## src/rtl/serin_pkg.sv

```systemverilog
package serin_pkg;
  localparam int BYTE_W = 8;

  typedef struct packed {
    logic crc_err;
    logic overtemp;
    logic uv_alarm;
    logic uv_warn;
    logic pin_fault;
  } chip_diag_t;

  // 5-bit CRC, generator x^5+x^4+x^2+1, MSB first, zero seed
  function automatic logic [4:0] crc5_msb(input logic [7:0] d);
    logic [4:0] c;
    logic       fb;
    c = '0;
    for (int k = 7; k >= 0; k--) begin
      fb = c[4] ^ d[k];
      c  = {c[3:0], 1'b0};
      if (fb) c = c ^ 5'b10101;
    end
    return c;
  endfunction

  // warning is deliberately left out of the fault decision
  function automatic logic chip_faulting(input chip_diag_t d);
    return d.pin_fault | d.crc_err | d.overtemp | d.uv_alarm;
  endfunction
endpackage

```

## src/rtl/serin_spi_engine.sv

```systemverilog
module serin_spi_engine #(
  parameter int N_CHIPS = 3,
  parameter int CLK_DIV = 2
) (
  input  logic                               clk,
  input  logic                               rst_n,
  input  logic                               start_i,
  input  logic                               mode8_i,
  input  logic                               miso_i,
  output logic                               sclk_o,
  output logic                               cs_n_o,
  output logic                               busy_o,
  output logic                               byte_stb_o,
  output logic [7:0]                         byte_o,
  output logic [$clog2(2*N_CHIPS)-1:0]       byte_idx_o,
  output logic                               frame_end_o,
  output logic                               frame_mode8_o
);
  localparam int MAX_BITS = N_CHIPS * 16;
  localparam int BIT_W    = $clog2(MAX_BITS);
  localparam int DIV_W    = (CLK_DIV > 1) ? $clog2(CLK_DIV) : 1;
  localparam int BIDX_W   = $clog2(2*N_CHIPS);

  logic [DIV_W-1:0] div_q;
  logic [BIT_W-1:0] bit_q;
  logic [BIT_W-1:0] last_q;
  logic [6:0]       sh_q;

  always_ff @(posedge clk or negedge rst_n) begin
    if (!rst_n) begin
      busy_o        <= 1'b0;
      cs_n_o        <= 1'b1;
      sclk_o        <= 1'b0;
      div_q         <= '0;
      bit_q         <= '0;
      last_q        <= '0;
      sh_q          <= '0;
      byte_stb_o    <= 1'b0;
      byte_o        <= '0;
      byte_idx_o    <= '0;
      frame_end_o   <= 1'b0;
      frame_mode8_o <= 1'b0;
    end else begin
      byte_stb_o  <= 1'b0;
      frame_end_o <= 1'b0;
      if (!busy_o) begin
        if (start_i) begin
          busy_o        <= 1'b1;
          cs_n_o        <= 1'b0;
          div_q         <= '0;
          bit_q         <= '0;
          last_q        <= mode8_i ? BIT_W'(N_CHIPS*8 - 1) : BIT_W'(N_CHIPS*16 - 1);
          frame_mode8_o <= mode8_i;
        end
      end else if (div_q == DIV_W'(CLK_DIV - 1)) begin
        div_q <= '0;
        if (!sclk_o) begin
          sclk_o <= 1'b1;
          sh_q   <= {sh_q[5:0], miso_i};
          if (bit_q[2:0] == 3'd7) begin
            byte_stb_o <= 1'b1;
            byte_o     <= {sh_q, miso_i};
            byte_idx_o <= BIDX_W'(bit_q >> 3);
          end
        end else begin
          sclk_o <= 1'b0;
          if (bit_q == last_q) begin
            busy_o      <= 1'b0;
            cs_n_o      <= 1'b1;
            frame_end_o <= 1'b1;
          end else begin
            bit_q <= bit_q + 1'b1;
          end
        end
      end else begin
        div_q <= div_q + 1'b1;
      end
    end
  end
endmodule

```

## src/rtl/serin_chip_diag.sv

```systemverilog
module serin_chip_diag
  import serin_pkg::*;
(
  input  logic [7:0]  in_byte_i,
  input  logic [7:0]  status_i,
  input  logic        mode8_i,
  input  logic        ignore_uv_i,
  input  logic        fault_pin_i,
  output chip_diag_t  diag_o,
  output logic        faulting_o
);
  always_comb begin
    diag_o.crc_err   = !mode8_i && (status_i[7:3] != crc5_msb(in_byte_i));
    diag_o.overtemp  = !mode8_i && status_i[1];
    diag_o.uv_alarm  = !mode8_i && !ignore_uv_i && !status_i[2];
    diag_o.uv_warn   = !mode8_i && !ignore_uv_i && !status_i[0];
    diag_o.pin_fault = !ignore_uv_i && fault_pin_i;
    faulting_o       = chip_faulting(diag_o);
  end
endmodule

```

## src/rtl/serin_chain_reader.sv

```systemverilog
module serin_chain_reader
  import serin_pkg::*;
#(
  parameter int N_CHIPS    = 3,
  parameter int CLK_DIV    = 2,
  parameter int FAULT_PINS = 3,
  parameter int DEB_GROUPS = 3
) (
  input  logic                         clk,
  input  logic                         rst_n,
  input  logic                         start_i,
  input  logic                         mode8_i,
  input  logic                         ignore_uv_i,
  input  logic [FAULT_PINS-1:0]        fault_pin_i,
  input  logic [2*DEB_GROUPS-1:0]      deb_code_i,
  input  logic                         miso_i,
  output logic                         sclk_o,
  output logic                         cs_n_o,
  output logic                         modesel_o,
  output logic [DEB_GROUPS-1:0]        deb_a_o,
  output logic [DEB_GROUPS-1:0]        deb_b_o,
  output logic                         busy_o,
  output logic                         done_o,
  output logic [BYTE_W*N_CHIPS-1:0]    in_vec_o,
  output logic [N_CHIPS-1:0]           valid_o,
  output logic [N_CHIPS-1:0]           crc_err_o,
  output logic [N_CHIPS-1:0]           overtemp_o,
  output logic [N_CHIPS-1:0]           uv_alarm_o,
  output logic [N_CHIPS-1:0]           uv_warn_o,
  output logic [N_CHIPS-1:0]           pin_fault_o
);
  localparam int NBYTES = 2 * N_CHIPS;
  localparam int BIDX_W = $clog2(NBYTES);

  // internal events named for the checker
  logic              byte_stb_w;
  logic [7:0]        byte_w;
  logic [BIDX_W-1:0] byte_idx_w;
  logic              frame_end_w;
  logic              frame_mode8_w;
  logic [N_CHIPS-1:0] faulting_w;
  chip_diag_t        diag_w [N_CHIPS];
  logic [7:0]        in_byte_w [N_CHIPS];
  logic [7:0]        rxbuf_q [NBYTES];

  serin_spi_engine #(.N_CHIPS(N_CHIPS), .CLK_DIV(CLK_DIV)) u_eng (
    .clk           (clk),
    .rst_n         (rst_n),
    .start_i       (start_i),
    .mode8_i       (mode8_i),
    .miso_i        (miso_i),
    .sclk_o        (sclk_o),
    .cs_n_o        (cs_n_o),
    .busy_o        (busy_o),
    .byte_stb_o    (byte_stb_w),
    .byte_o        (byte_w),
    .byte_idx_o    (byte_idx_w),
    .frame_end_o   (frame_end_w),
    .frame_mode8_o (frame_mode8_w)
  );

  always_ff @(posedge clk or negedge rst_n) begin
    if (!rst_n) begin
      for (int b = 0; b < NBYTES; b++) rxbuf_q[b] <= '0;
    end else if (byte_stb_w) begin
      rxbuf_q[byte_idx_w] <= byte_w;
    end
  end

  for (genvar c = 0; c < N_CHIPS; c++) begin : g_chip
    localparam int FI = (FAULT_PINS == 1) ? 0 : c;
    assign in_byte_w[c] = frame_mode8_w ? rxbuf_q[c] : rxbuf_q[2*c];
    serin_chip_diag u_diag (
      .in_byte_i   (in_byte_w[c]),
      .status_i    (rxbuf_q[2*c+1]),
      .mode8_i     (frame_mode8_w),
      .ignore_uv_i (ignore_uv_i),
      .fault_pin_i (fault_pin_i[FI]),
      .diag_o      (diag_w[c]),
      .faulting_o  (faulting_w[c])
    );
  end

  always_ff @(posedge clk or negedge rst_n) begin
    if (!rst_n) begin
      done_o      <= 1'b0;
      in_vec_o    <= '0;
      valid_o     <= '0;
      crc_err_o   <= '0;
      overtemp_o  <= '0;
      uv_alarm_o  <= '0;
      uv_warn_o   <= '0;
      pin_fault_o <= '0;
    end else begin
      done_o <= frame_end_w;
      if (frame_end_w) begin
        for (int c = 0; c < N_CHIPS; c++) begin
          in_vec_o[BYTE_W*c +: BYTE_W] <= in_byte_w[c];
          valid_o[c]     <= !faulting_w[c];
          crc_err_o[c]   <= diag_w[c].crc_err;
          overtemp_o[c]  <= diag_w[c].overtemp;
          uv_alarm_o[c]  <= diag_w[c].uv_alarm;
          uv_warn_o[c]   <= diag_w[c].uv_warn;
          pin_fault_o[c] <= diag_w[c].pin_fault;
        end
      end
    end
  end

  always_ff @(posedge clk or negedge rst_n) begin
    if (!rst_n) modesel_o <= 1'b0;
    else        modesel_o <= mode8_i;
  end

  for (genvar g = 0; g < DEB_GROUPS; g++) begin : g_deb
    always_ff @(posedge clk or negedge rst_n) begin
      if (!rst_n) begin
        deb_a_o[g] <= 1'b0;
        deb_b_o[g] <= 1'b0;
      end else begin
        deb_a_o[g] <= deb_code_i[2*g+1];
        deb_b_o[g] <= deb_code_i[2*g];
      end
    end
  end
endmodule

```

## config.mk

```make
export PLATFORM = sky130hd
export DESIGN_NAME = serin_chain_reader
export DESIGN_NICKNAME = d
export VERILOG_FILES = /design/src/rtl/serin_pkg.sv /design/src/rtl/serin_spi_engine.sv /design/src/rtl/serin_chip_diag.sv /design/src/rtl/serin_chain_reader.sv
export SDC_FILE = /design/constraint.sdc
export NUM_CORES = 1
export LEC_CHECK = 0
export ABC_AREA = 1
export BUFFER_PORTS_ARGS = -buffer_cell sky130_fd_sc_hd__clkbuf_2
export CELL_PAD_IN_SITES_DETAIL_PLACEMENT = 0
export CELL_PAD_IN_SITES_GLOBAL_PLACEMENT = 1
export CORE_MARGIN = 1
export CORE_UTILIZATION = 44
export DETAILED_ROUTE_END_ITERATION = 12
export PLACE_DENSITY_LB_ADDON = 0.3
export SLEW_MARGIN = 5
export SYNTH_ARGS = -nofsm -noshare
export SYNTH_HDL_FRONTEND = slang
export SYNTH_SLANG_ARGS = --single-unit
export TNS_END_PERCENT = 30
```

## constraint.sdc

```tcl
create_clock -name clk -period 2.48 [get_ports clk]
set_input_delay 0.496 -clock clk [delete_from_list [all_inputs] [get_ports clk]]
set_output_delay 0.496 -clock clk [all_outputs]
set_load 0.03 [all_outputs]
```

# Yosys cells after proc, flatten, opt, wreduce, memory -nomap -nowiden
# Index checks and enable logic that the tools add are counted.
word_totals:
  regBits: 135
  latchBits: 0
  mem_bits_rw: 0
  rom_bits: 0
  inputBits: 15
  out_inout_bits: 53
  wordCells: 191
  memories: 0
op_classes:
  addsub: 2
  mul: 0
  n_div: 0
  n_lt_le_gt_ge: 2
  eq_ne: 9
  shifts: 0
  n_mux: 56
  n_bitwise: 54
  n_reduce_logical: 35
ops:
  columns: ["op", "n"]
  rows:
  - ["5-bit two-way mux", 24]
  - ["3-bit NOT", 21]
  - ["48-bit bitwise mux", 1]
  - ["6-bit two-way mux", 6]
  - ["8-bit demux with 3-bit select", 1]
  - ["8-bit two-way mux", 3]
  - ["1-bit two-way mux", 21]
  - ["1-bit XOR", 21]
  - ["1-bit logical AND", 17]
  - ["5-bit inequality test", 3]
  - ["4-bit AND reduction", 3]
  - ["1-bit logical NOT", 11]
  - ["1-bit bitwise OR", 9]
  - ["6-bit by 1-bit adder with 6-bit output, second input constant", 1]
  - ["6-bit == test", 1]
  - ["2-bit inequality test, second input constant", 3]
  - ["4-bit greater-or-equal comparator, second input constant", 1]
  - ["4-bit by 1-bit < comparator with 1-bit output, second input constant", 1]
  - ["3-bit NOT with 4-bit output", 1]
  - ["2-bit AND reduction", 2]
  - ["3-bit == test, second input constant", 1]
  - ["3-bit AND reduction", 1]
  - ["2-bit by 1-bit inequality test with 1-bit output, second input constant", 1]
  - ["1-bit NOT", 2]
  - ["other kinds (2)", 2]

# Logic depth before layout (Yosys ltp)
# Gate-level depths: netlist of run 1.
depth:
  ltp_word: 22
  ltp_mapped: 21

# Modules after synthesis
# Synthesis of run 1 repeated with hierarchy kept, for this count alone.
unflattened:
  hier_cells: 845
  area_unflattened_um2: 6830.3
by_module_without_submodules:
  columns: ["mod", "instances", "cells_each", "area_per_inst_um2", "seq_area_each_um2"]
  rows:
  - ["serin_chain_reader", 1, 465, 4042.6, 2452.4]
  - ["serin_spi_engine", 1, 164, 1503.9, 827.0]
  - ["serin_chip_diag", 3, 72, 427.9, 0.0]

# Worst setup path after synthesis of run 1
# OpenSTA, ideal clock, no wires.
synth_timing:
  kind: "reg-to-reg"
  start: "register, netlist name u_eng.last_q[4]"
  end: "register valid_o[1]"
  setup_time_ns: 0.117
  t_arrival_ns: 1.913
  required_time_ns: 2.363
  slack_ns: 0.450
  stages_incl_launch_ff: 16
  cell_sequence: "dfrtp_1 buf_6 buf_8 o21ai_2 nand2_2 nand2_4 xor2_1 xor2_1 xnor2_1 nand2_1 nand2_1 nor2_2 o21ai_2 nand2_1 nand2_1 nand2_1"
synth_lines:
  columns: ["element", "line", "rtl"]
  rows:
  - ["end signal: indexed assignment", "serin_chain_reader.sv:99", "valid_o[c] <= !faulting_w[c];"]
  - ["end: declaration", "serin_chain_reader.sv:25", "output logic [N_CHIPS-1:0] valid_o,"]

==> metrics.md, run 1 <==
| Metric | Value |
|---|---|
| Avg Synthesized Cell Area | `about 8.8 um2` |
| Comb power frac | `a little over 40%` |
| RSZ-0062 raised after global routing | `false` |
| FF/Latch Area | `between 0.003 and 0.004 mm2` |
| Clock tree root buffer cell | `clkbuf_16` |
| Post-layout minimum cycle time | `~2.3 ns` |
| Sw Share | `39.9%` |
| CTS buffer count | `17` |
| Setup Crit Path Kind | `reg2reg` |
| Worst-margin pin slew | `~0.7 ns` |
| Routed WL per cell | `about 14 um` |
| Final setup fails | `0` |
| Final Max Slew Viols | `0` |
| R2R depth | `14` |
| Clk_lat worst skew | `a little over 0.4 ns` |
| Cts hold-fix bufs | `0` |
| H-tree lvl count | `4` |
| Setup repair bufs after CTS | `0` |
| Register share of total power | `approximately 34%` |
| Die area | `0.0138 mm2` |
| CP max FO | `25` |
| First DRT Iteration DRCs | `about 250` |
| Crit path DAT | `~2.6 ns` |
| R2R Setup Slk | `0.15 ns` |
| First-pass GRT wire length | `20900 um` |
| Initial antenna violation count | `0` |
| Multi-input logic area | `around 0.0022 mm2` |
| Pint | `5.23 mW` |
| Utilization of the core after routing | `54.4%` |
| Die Height | `around 120 um` |
| Sequential element share of the synthesized area | `between 50 and 60%` |
| Top-count cell post-synth | `nand2_1` |
| Cell Rows | `41` |
| Most used DFF post-synth | `dfrtp_1` |
| # DRC | `0` |
| Total core area | `approximately 0.013 mm2` |
| Post-DP HPWL | `8850 um` |
| Vias after detailed routing | `around 4500` |
| Sw power | `between 3 and 4 mW` |
| GR Util met2 | `~34%` |
| Yosys Warn Count | `0` |
| Worst Skew | `0.00625 ns` |
| Post-synth EDFFs | `0` |
| Setup TNS | `0 ns` |
| Synth unique cells | `36` |
| Fmax | `roughly 430 MHz` |
| Slew HR | `between 50% and 60%` |
| Pin count of the biggest net entering global routing | `132` |
| Grt ovf | `0` |
| Crit path launch type | `flip-flop` |
| FILL cells | `roughly 1200` |
| Outcome | `complete, no violations` |
| Yosys top cell by area | `dfrtp_1` |
| Seq cells post-synth | `between 100 and 150` |
| Gr busiest metal | `met2` |
| Post-synth top cells | `nand2_1, dfrtp_1, o21ai_0` |
| Clock share of power | `between 20% and 30%` |
| Drt pass-1 iters | `4` |
| Share of the synthesized area in the top cell type | `approximately 56%` |
| Synth Instances | `665` |
| CTS sink count | `about 130` |
| # Max-Cap Violations | `0` |
| Final net count | `between 700 and 800` |
| Pwr dens | `1250 mW/mm2` |
| Met1 usage | `25.4%` |
| Ant diodes | `0` |
| FF-to-FF End | `valid_o[2]$_DFFE_PN0P_` |
| Max IR drop VDD | `between 0.5 and 0.6 mV` |
| Worst EP required | `~2.8 ns` |
| Mapped Area | `between 0.005 and 0.006 mm2` |
| CTS tree | `built` |
| Leakage power total | `between 3 and 4 nW` |
| Ys async rst share | `100%` |
| Critical R2R Launch | `u_eng.last_q[4]$_DFFE_PN0P_` |
| Critical path endpoint category | `flip-flop` |
| Layout cell share with drive strength beyond 1 | `around 17%` |
| Initial Util | `between 40% and 50%` |
| Synth Net Count | `682` |
| ANT nets after route | `0` |
| Reg clk slew, reported paths | `~0.060 ns` |
| Port Buffer Count | `between 60 and 70` |
| Maximum clock path buffer count | `2` |
| DRT Wirelength | `~13000 um` |
| Gpl congestion | `0.851` |
| Layout area overhead | `18.8%` |
| Vias per cell | `4.83` |
| Met3 Use GR | `just over 6%` |
| All-Layer GR Usage | `~20%` |
| Worst hold path type | `in2async` |
| Fin. Hold Viols | `0` |
| Fin crit share | `between 90% and 100%` |
| Die width | `117 um` |
| Ranking of synthesized cells by area | `dfrtp_1, nand2_1, o21ai_0` |
| IO Pins | `68` |
| Number of global-route vias before repair | `about 4400` |
## layer usage
| layer | vias to the layer above | part of all wire [%] |
|---|---|---|
| met5 | - | 0 |
| met4 | 0 | 1.9 |
| met3 | 21 | 3.6 |
| met2 | 76 | 49 |
| met1 | 2082 | 45 |
| li1 | 2271 | - |
## layout by cell type (no fill, tap or decap), types with 5 or more instances in the layout
cell         n
nand2_1    207
nor2_1      26
xnor2_1     11
xor2_1      19
o21ai_2      6
o21ai_0    107
o21ai_1      5
nand3_1     23
buf_4       10
clkbuf_16   17
inv_1       64
nor3_1       5
a21oi_1      5
dfrtp_1    128
clkbuf_2    66
## worst max-delay path, stage by stage (launching register included)
cell,delay (ns)
dfrtp_2,0.44
buf_12,0.18
nand2_1,0.08
o21ai_1,0.11
xnor2_2,0.25
xor2_1,0.20
xor2_1,0.28
xor2_1,0.25
nor2_1,0.07
nand2_1,0.06
nand2_1,0.04
nand2_1,0.09
nand2_1,0.06
nand2_1,0.05
nand2_1,0.05
## stage by stage
stage	setup WS (ns)	instances	cell area (um2)	hold slack [ns]	total power [mW]
after floorplan	0.450	665	5850	0.200	5.48
after global placement	0.245	893	6400	0.451	6.30
after detailed placement	0.136	893	6400	0.452	6.42
after CTS	0.120	922	6920	0.167	8.73
after global routing	0.000212	922	6950	0.164	9.34
final	0.146	922	6950	0.155	8.69
## cell type report
type	instances	share of cell area [%]
timing repair buffer	78	6.41
clock inverter	6	0.828
multi-input combinational	446	32.1
sequential	131	47.2
clock buffer	23	6.74
inverter	66	3.60
tap	172	3.10
## sequential cells by signal, indices dropped and copies added, names as in the netlist, 6 cells and up
name,cells
rxbuf_q,40
in_vec_o,24
in_byte_w,8
u_eng.byte_o,8
u_eng.sh_q,7
u_eng.bit_q,6
## cells by family after synthesis
family	share of synthesized area [%]
xor gates and xnor gates	5.82
AOI/OAI and AO/OA	11.8
adders and majority gates	0.428
buffers and inverters	6.12
muxes	0.685
DFF	56.1
and+or+nand+nor	19.1
## how the worst max path moves through the flow
stage                                     start                      to
detailed placement  u_eng.last_q[4]$_DFFE_PN0P_  valid_o[1]$_DFFE_PN0P_
floorplan           u_eng.last_q[4]$_DFFE_PN0P_  valid_o[1]$_DFFE_PN0P_
finish              u_eng.last_q[4]$_DFFE_PN0P_  valid_o[2]$_DFFE_PN0P_
CTS                 u_eng.last_q[4]$_DFFE_PN0P_  valid_o[2]$_DFFE_PN0P_
global placement    u_eng.last_q[4]$_DFFE_PN0P_  valid_o[2]$_DFFE_PN0P_
global route        u_eng.last_q[4]$_DFFE_PN0P_  valid_o[2]$_DFFE_PN0P_
## power groups by stage
stage / Clock (mW) / Sequential (mW) / Combinational, mW
final: 2.25 / 2.91 / 3.53
after global routing: 2.41 / 2.98 / 3.94
after CTS: 2.31 / 2.91 / 3.51
after detailed placement: 0 / 2.94 / 3.48
after global placement: 0 / 2.92 / 3.38
after floorplan: 0 / 3.26 / 2.22
## timing repair
action | CTS | global route
endpoints found under the hold margin | 0 | 0
resized for setup | 0 | 10
setup endpoints to repair | 0 | 5
(Power assumes the default switching activity.)
==> inputs of run 2 (changes only) <==
--- a/config.mk
+++ b/config.mk
@@ -10,7 +10,7 @@
 export CELL_PAD_IN_SITES_DETAIL_PLACEMENT = 0
 export CELL_PAD_IN_SITES_GLOBAL_PLACEMENT = 1
 export CORE_MARGIN = 1
-export CORE_UTILIZATION = 44
+export CORE_UTILIZATION = 40
 export DETAILED_ROUTE_END_ITERATION = 12
 export PLACE_DENSITY_LB_ADDON = 0.3
 export SLEW_MARGIN = 5
==> metrics.md, run 2 (synthesis results as in run 1) <==
| Metric | Value |
|---|---|
| Outcome | `complete, no violations (unchanged)` |
| Vias after detailed routing | `4532 (was 4450)` |
| Clk_lat worst skew | `0.42 ns (was 0.41 ns)` |
| Maximum clock path buffer count | `2 (unchanged)` |
| Master of the slowest instance on the critical path | `dfrtp_2 (unchanged)` |
| Initial antenna violation count | `0 (unchanged)` |
| H-tree lvl count | `4 (unchanged)` |
| Top reg by flops | `rxbuf_q (unchanged)` |
| Reg clk slew, reported paths | `0.05 ns (was 0.06 ns)` |
| Placed cell count | `905 (was 893)` |
| Pin count of the biggest net entering global routing | `56 (was 132)` |
| Clock tree root buffer cell | `clkbuf_16 (unchanged)` |
| Met3 Use GR | `3.92% (was 6.08%)` |
| Met1 usage | `24.2% (was 25.4%)` |
| Cell Rows | `43 (was 41)` |
| FILL cells | `1381 (was 1218)` |
| All-Layer GR Usage | `19.0% (was 20.5%)` |
| Die Height | `123 um (was 117 um)` |
| Non-filler cells, final | `940 (was 922)` |
| Fmax | `434 MHz (was 428 MHz)` |
| CTS buffer count | `17 (unchanged)` |
| Crit path launch type | `flip-flop (unchanged)` |
| Worst hold path type | `in2async (unchanged)` |
| CP most frequent cell | `nand2_1 (unchanged)` |
| Crit path DAT | `2.62 ns (was 2.63 ns)` |
| First DRT Iteration DRCs | `215 (was 247)` |
| Max reg flops | `40 (unchanged)` |
| CTS sink count | `131 (unchanged)` |
| Gpl congestion | `0.886 (was 0.851)` |
| Max IR drop VDD | `0.638 mV (was 0.565 mV)` |
| Utilization of the core after routing | `50.8% (was 54.4%)` |
| Final setup fails | `0 (unchanged)` |
| Setup Crit Path Kind | `reg2reg (unchanged)` |
| Fin. Hold Viols | `0 (unchanged)` |
| IO Pins | `68 (unchanged)` |
| # Max-Cap Violations | `0 (unchanged)` |
| Critical path endpoint category | `flip-flop (unchanged)` |
| Worst EP required | `2.79 ns (was 2.78 ns)` |
| Fin crit share | `93.0% (was 94.1%)` |
| CTS tree | `built (unchanged)` |
| Vias per cell | `4.82 (was 4.83)` |
| Gr busiest metal | `met2 (unchanged)` |
| Total core area | `0.0141 mm2 (was 0.0128 mm2)` |
| Post-DP HPWL | `9420 um (was 8850 um)` |
| First-pass GRT wire length | `21300 um (was 20900 um)` |
| Drt pass-1 iters | `4 (unchanged)` |
| Commonest non-fill, non-tap cells in the layout | `nand2_1, dfrtp_1, o21ai_0, clkbuf_2, inv_1 (unchanged)` |
| Commonest non-fill, non-tap cell in the layout | `nand2_1 (unchanged)` |
| Grt ovf | `0 (unchanged)` |
| Max incr delay on CP | `0.44 ns (about the same)` |
| Hold Slack | `0.0291 ns (was 0.155 ns)` |
| Routed WL per cell | `13.8 um (was 13.6 um)` |
| Initial Util | `41.5% (was 45.8%)` |
| Number of global-route vias before repair | `4323 (was 4392)` |
| # DRC | `0 (unchanged)` |
| Die area | `0.0151 mm2 (was 0.0138 mm2)` |
| ANT nets after route | `0 (unchanged)` |
| Final net count | `764 (was 757)` |
| Layout cell share with drive strength beyond 1 | `18.9% (was 16.5%)` |
| Biggest regs | `rxbuf_q x40, in_vec_o x24 (unchanged)` |
| Worst Skew | `0.00707 ns (was 0.00625 ns)` |
| Pwr dens | `1290 mW/mm2 (was 1250 mW/mm2)` |
| Leakage power total | `3.55 nW (was 3.45 nW)` |
| Cts hold-fix bufs | `0 (unchanged)` |
| Layout area overhead | `22.3% (was 18.8%)` |
| Final Max Slew Viols | `0 (unchanged)` |
| Ant diodes | `0 (unchanged)` |
| Slew HR | `64.5% (was 52.9%)` |
| CP max FO | `23 (was 25)` |
| R2R Setup Slk | `0.17 ns (was 0.15 ns)` |
| DRT Wirelength | `13000 um (was 12500 um)` |
| Worst-margin pin slew | `0.531 ns (was 0.707 ns)` |
| Port Buffer Count | `67 (unchanged)` |
| Post-layout minimum cycle time | `2.31 ns (was 2.33 ns)` |
| Die width | `123 um (was 117 um)` |
| Critical-path cell list | `buf_12, nand2_1, o21ai_2, xnor2_2, xor2_1, xor2_1, xor2_1, nor2_1, nand2_1, nand2_1, nand2_1, nand2_1, nand2_1, nand2_1 (was buf_12, nand2_1, o21ai_1, xnor2_2, xor2_1, xor2_1, xor2_1, nor2_1, nand2_1, nand2_1, nand2_1, nand2_1, nand2_1, nand2_1)` |
| GR Util met2 | `31.1% (was 33.6%)` |
-- run 2: stage by stage --
stage	TNS, ns	setup WS, ns	total power, mW	cell area [um2]
finish	0	0.174	9.24	7150
global route	-0.00155	-0.00155	9.90	7150
global placement	0	0.164	6.37	6440
detailed placement	0	0.0953	6.48	6440
floorplan	0	0.450	5.48	5850
CTS	0	0.0767	9.19	7080
-- run 2: final cells by class --
| cell class | instances | area, um2 | share of cell area, % |
|---|---|---|---|
| flip-flops and latches | 131 | 3280 | 45.9 |
| multi-input cells | 446 | 2260 | 31.6 |
| repair buffers | 85 | 502 | 7.01 |
| clock buffers | 22 | 484 | 6.77 |
| inverters | 66 | 250 | 3.50 |
| well taps | 180 | 225 | 3.15 |
| clock inverters | 10 | 153 | 2.13 |
-- run 2: layer usage --
metal	vias up	routed length [um]
met5	-	0
li1	2293	-
met4	0	221
met2	54	6370
met1	2170	6060
met3	15	319
-- run 2: worst max-delay path, delay by kind of cell, from the launching register on --
kind / cells / cell delay [ns]
xor+xnor: 4 / 0.99
simple gates: 8 / 0.52
flops: 1 / 0.44
buf+inv: 1 / 0.17
compound gates: 1 / 0.08
-- run 2: worst paths after layout --
path | from | endpoint | depth (start not counted)
max | u_eng.last_q[4]$_DFFE_PN0P_ | valid_o[2]$_DFFE_PN0P_ | 14
min | rst_n | rxbuf_q[30]$_DFFE_PN0P_ | 1
max reg2reg | u_eng.last_q[4]$_DFFE_PN0P_ | valid_o[2]$_DFFE_PN0P_ | 14
min reg2reg | rxbuf_q[0]$_DFFE_PN0P_ | uv_warn_o[2]$_DFFE_PN0P_ | 1
max in group asynchronous | rst_n | in_vec_o[14]$_DFFE_PN0P_ | 2
min in group clk | deb_code_i[3] | deb_a_o[1]$_DFF_PN0_ | 1
-- run 2: timing repair --
action / 4_1_cts / 5_1_grt
setup endpoints to repair: 0 / 6
buffers inserted: 0 / 3
resized for setup: 0 / 16
hold endpoints to repair: 0 / 0
-- run 2: power by group --
group / total [mW] / switching, mW / leakage [nW] / internal, mW
Clock: 2.67 / 0.888 / 0.316 / 1.78
Sequential: 2.92 / 0.311 / 1.70 / 2.61
Combinational: 3.65 / 2.34 / 1.53 / 1.31
Total: 9.24 / 3.54 / 3.55 / 5.70
==> inputs of run 3 (changes only) <==
--- a/config.mk
+++ b/config.mk
@@ -10,9 +10,9 @@
 export CELL_PAD_IN_SITES_DETAIL_PLACEMENT = 0
 export CELL_PAD_IN_SITES_GLOBAL_PLACEMENT = 1
 export CORE_MARGIN = 1
-export CORE_UTILIZATION = 40
+export CORE_UTILIZATION = 29
 export DETAILED_ROUTE_END_ITERATION = 12
-export PLACE_DENSITY_LB_ADDON = 0.3
+export PLACE_DENSITY = 0.63
 export SLEW_MARGIN = 5
 export SYNTH_ARGS = -nofsm -noshare
 export SYNTH_HDL_FRONTEND = slang
==> metrics.md, run 3 (synthesis results as in run 1) <==
| Metric | Value |
|---|---|
| Cell Rows | `51 (was 43)` |
| Outcome | `complete, no violations (unchanged)` |
| Setup Crit Path Kind | `reg2reg (unchanged)` |
| Total core area | `0.0196 mm2 (was 0.0141 mm2)` |
| Post-DP HPWL | `10300 um (was 9420 um)` |
| R2R Setup Slk | `0.15 ns (was 0.17 ns)` |
| Worst-margin pin slew | `0.609 ns (was 0.531 ns)` |
| DRT Wirelength | `14300 um (was 13000 um)` |
| Grt ovf | `0 (unchanged)` |
| Fin. Hold Viols | `0 (unchanged)` |
| RSZ-0062 raised after global routing | `true` |
| CP max FO | `26 (was 23)` |
| Met3 Use GR | `4.14% (was 3.92%)` |
| Met1 usage | `18.3% (was 24.2%)` |
| Vias per cell | `4.45 (was 4.82)` |
| Initial Util | `29.9% (was 41.5%)` |
| Worst EP required | `2.80 ns (was 2.79 ns)` |
| Leakage power total | `3.47 nW (was 3.55 nW)` |
| Placed cell count | `987 (was 905)` |
| Top reg by flops | `rxbuf_q (unchanged)` |
| ANT nets after route | `0 (unchanged)` |
| Pin count of the biggest net entering global routing | `52 (was 56)` |
| Register share of total power | `32.2% (was 31.6%)` |
| Slew HR | `59.4% (was 64.5%)` |
| Die area | `0.0207 mm2 (was 0.0151 mm2)` |
| Clock tree root buffer cell | `clkbuf_16 (unchanged)` |
| CTS tree | `built (unchanged)` |
| Vias after detailed routing | `4541 (was 4532)` |
| Maximum clock path buffer count | `2 (unchanged)` |
| Ant diodes | `0 (unchanged)` |
| Die Height | `144 um (was 123 um)` |
| R2R depth | `14 (unchanged)` |
| Drt pass-1 iters | `4 (unchanged)` |
| # Max-Cap Violations | `0 (unchanged)` |
| Biggest regs | `rxbuf_q x40, in_vec_o x24 (unchanged)` |
| First DRT Iteration DRCs | `243 (was 215)` |
| Die width | `144 um (was 123 um)` |
| Crit path launch type | `flip-flop (unchanged)` |
| Utilization of the core after routing | `36.4% (was 50.8%)` |
| Worst hold path type | `in2async (unchanged)` |
| Pwr dens | `1260 mW/mm2 (was 1290 mW/mm2)` |
| Pint | `5.35 mW (was 5.70 mW)` |
| H-tree lvl count | `4 (unchanged)` |
| Initial antenna violation count | `0 (unchanged)` |
| Layout cell share with drive strength beyond 1 | `18.1% (was 18.9%)` |
| Routed WL per cell | `14.0 um (was 13.8 um)` |
| Non-filler cells, final | `1021 (was 940)` |
| Commonest non-fill, non-tap cells in the layout | `nand2_1, dfrtp_1, o21ai_0, clkbuf_2, inv_1 (unchanged)` |
| Post-layout minimum cycle time | `2.33 ns (was 2.31 ns)` |
| Max reg flops | `40 (unchanged)` |
| Worst Skew | `0.0273 ns (was 0.00707 ns)` |
| Crit path DAT | `2.65 ns (was 2.62 ns)` |
| Max IR drop VDD | `0.545 mV (was 0.638 mV)` |
| Sw power | `3.67 mW (was 3.54 mW)` |
| Sw Share | `40.7% (was 38.3%)` |
| Final net count | `761 (was 764)` |
| IO Pins | `68 (unchanged)` |
| Clk_lat worst skew | `0.43 ns (was 0.42 ns)` |
| Fin crit share | `93.9% (was 93.0%)` |
| GR Util met2 | `25.0% (was 31.1%)` |
| Clock share of power | `26.0% (was 28.9%)` |
| # DRC | `0 (unchanged)` |
| Critical path endpoint category | `flip-flop (unchanged)` |
| Final setup fails | `0 (unchanged)` |
| Gpl congestion | `0.845 (was 0.886)` |
| Fmax | `430 MHz (was 434 MHz)` |
| Layout area overhead | `22.1% (was 22.3%)` |
| Commonest non-fill, non-tap cell in the layout | `nand2_1 (unchanged)` |
| All-Layer GR Usage | `14.9% (was 19.0%)` |
| CTS sink count | `131 (unchanged)` |
| CTS buffer count | `17 (unchanged)` |
| FILL cells | `2065 (was 1381)` |
| First-pass GRT wire length | `23200 um (was 21300 um)` |
| Gr busiest metal | `met2 (unchanged)` |
| Reg clk slew, reported paths | `0.06 ns (was 0.05 ns)` |
| Number of global-route vias before repair | `4499 (was 4323)` |
| Port Buffer Count | `67 (unchanged)` |
| Comb power frac | `41.8% (was 39.5%)` |
| Final Max Slew Viols | `0 (unchanged)` |
[run 3: metal layers]
layer | part of all wire [%] | routed length [um]
met1 | 45 | 6490
met2 | 50 | 7150
met3 | 3.3 | 472
met4 | 1.4 | 195
met5 | 0 | 0
[run 3: layout make-up]
type	instances	area, um2	share of cell area [%]
Sequential cell	131	3280	46.0
Multi-Input combinational cell	446	2250	31.5
Timing Repair Buffer	82	479	6.71
Clock buffer	19	443	6.20
Tap cell	265	332	4.64
Inverter	66	248	3.47
Clock inverter	12	109	1.52
[run 3: repair_timing]
item	in CTS	in global routing
buffers inserted	0	3
hold buffers	0	0
gates resized for setup	0	11
hold endpoints to repair	0	0
setup endpoints to repair	0	6
[run 3: power groups by stage]
stage	clock network [mW]	logic [mW]	registers, mW
after CTS	2.42	3.60	2.91
after floorplan	0	2.22	3.26
after detailed placement	0	3.57	2.95
after global routing	2.51	4.25	2.97
final	2.34	3.77	2.90
after global placement	0	3.46	2.94
[run 3: worst paths after layout]
kind / startpoint / endpoint
hold / removal: rst_n / in_vec_o[5]$_DFFE_PN0P_
max in group asynchronous: rst_n / in_byte_w[23]$_DFFE_PN0P_
setup reg to reg: u_eng.last_q[4]$_DFFE_PN0P_ / valid_o[1]$_DFFE_PN0P_
hold reg to reg: rxbuf_q[0]$_DFFE_PN0P_ / uv_warn_o[2]$_DFFE_PN0P_
setup / recovery: u_eng.last_q[4]$_DFFE_PN0P_ / valid_o[1]$_DFFE_PN0P_
min in group clk: deb_code_i[0] / deb_b_o[0]$_DFF_PN0_
[run 3: per-stage QoR]
| step | hold WS [ns] | total power, mW | setup WS [ns] | instance area, um2 | TNS, ns |
|---|---|---|---|---|---|
| final | 0.0238 | 9.01 | 0.152 | 7140 | 0 |
| after global routing | 0.0594 | 9.73 | -0.0405 | 7140 | -0.0738 |
| after CTS | 0.0438 | 8.93 | 0.0334 | 7080 | 0 |
| after detailed placement | 0.453 | 6.52 | 0.0809 | 6530 | 0 |
| after global placement | 0.454 | 6.40 | 0.206 | 6530 | 0 |
| after floorplan | 0.200 | 5.48 | 0.450 | 5850 | 0 |
[run 3: critical path: stages (launching register included)]
cell     delay, ns
dfrtp_2       0.43
buf_12        0.17
o21ai_1       0.21
nand2_1       0.12
nand2_4       0.11
xor2_2        0.18
xor2_2        0.23
xor2_1        0.24
o21ai_0       0.13
nand2_1       0.10
nor2_2        0.04
o21ai_2       0.06
nand2_1       0.07
nand2_1       0.06
nand2_1       0.05
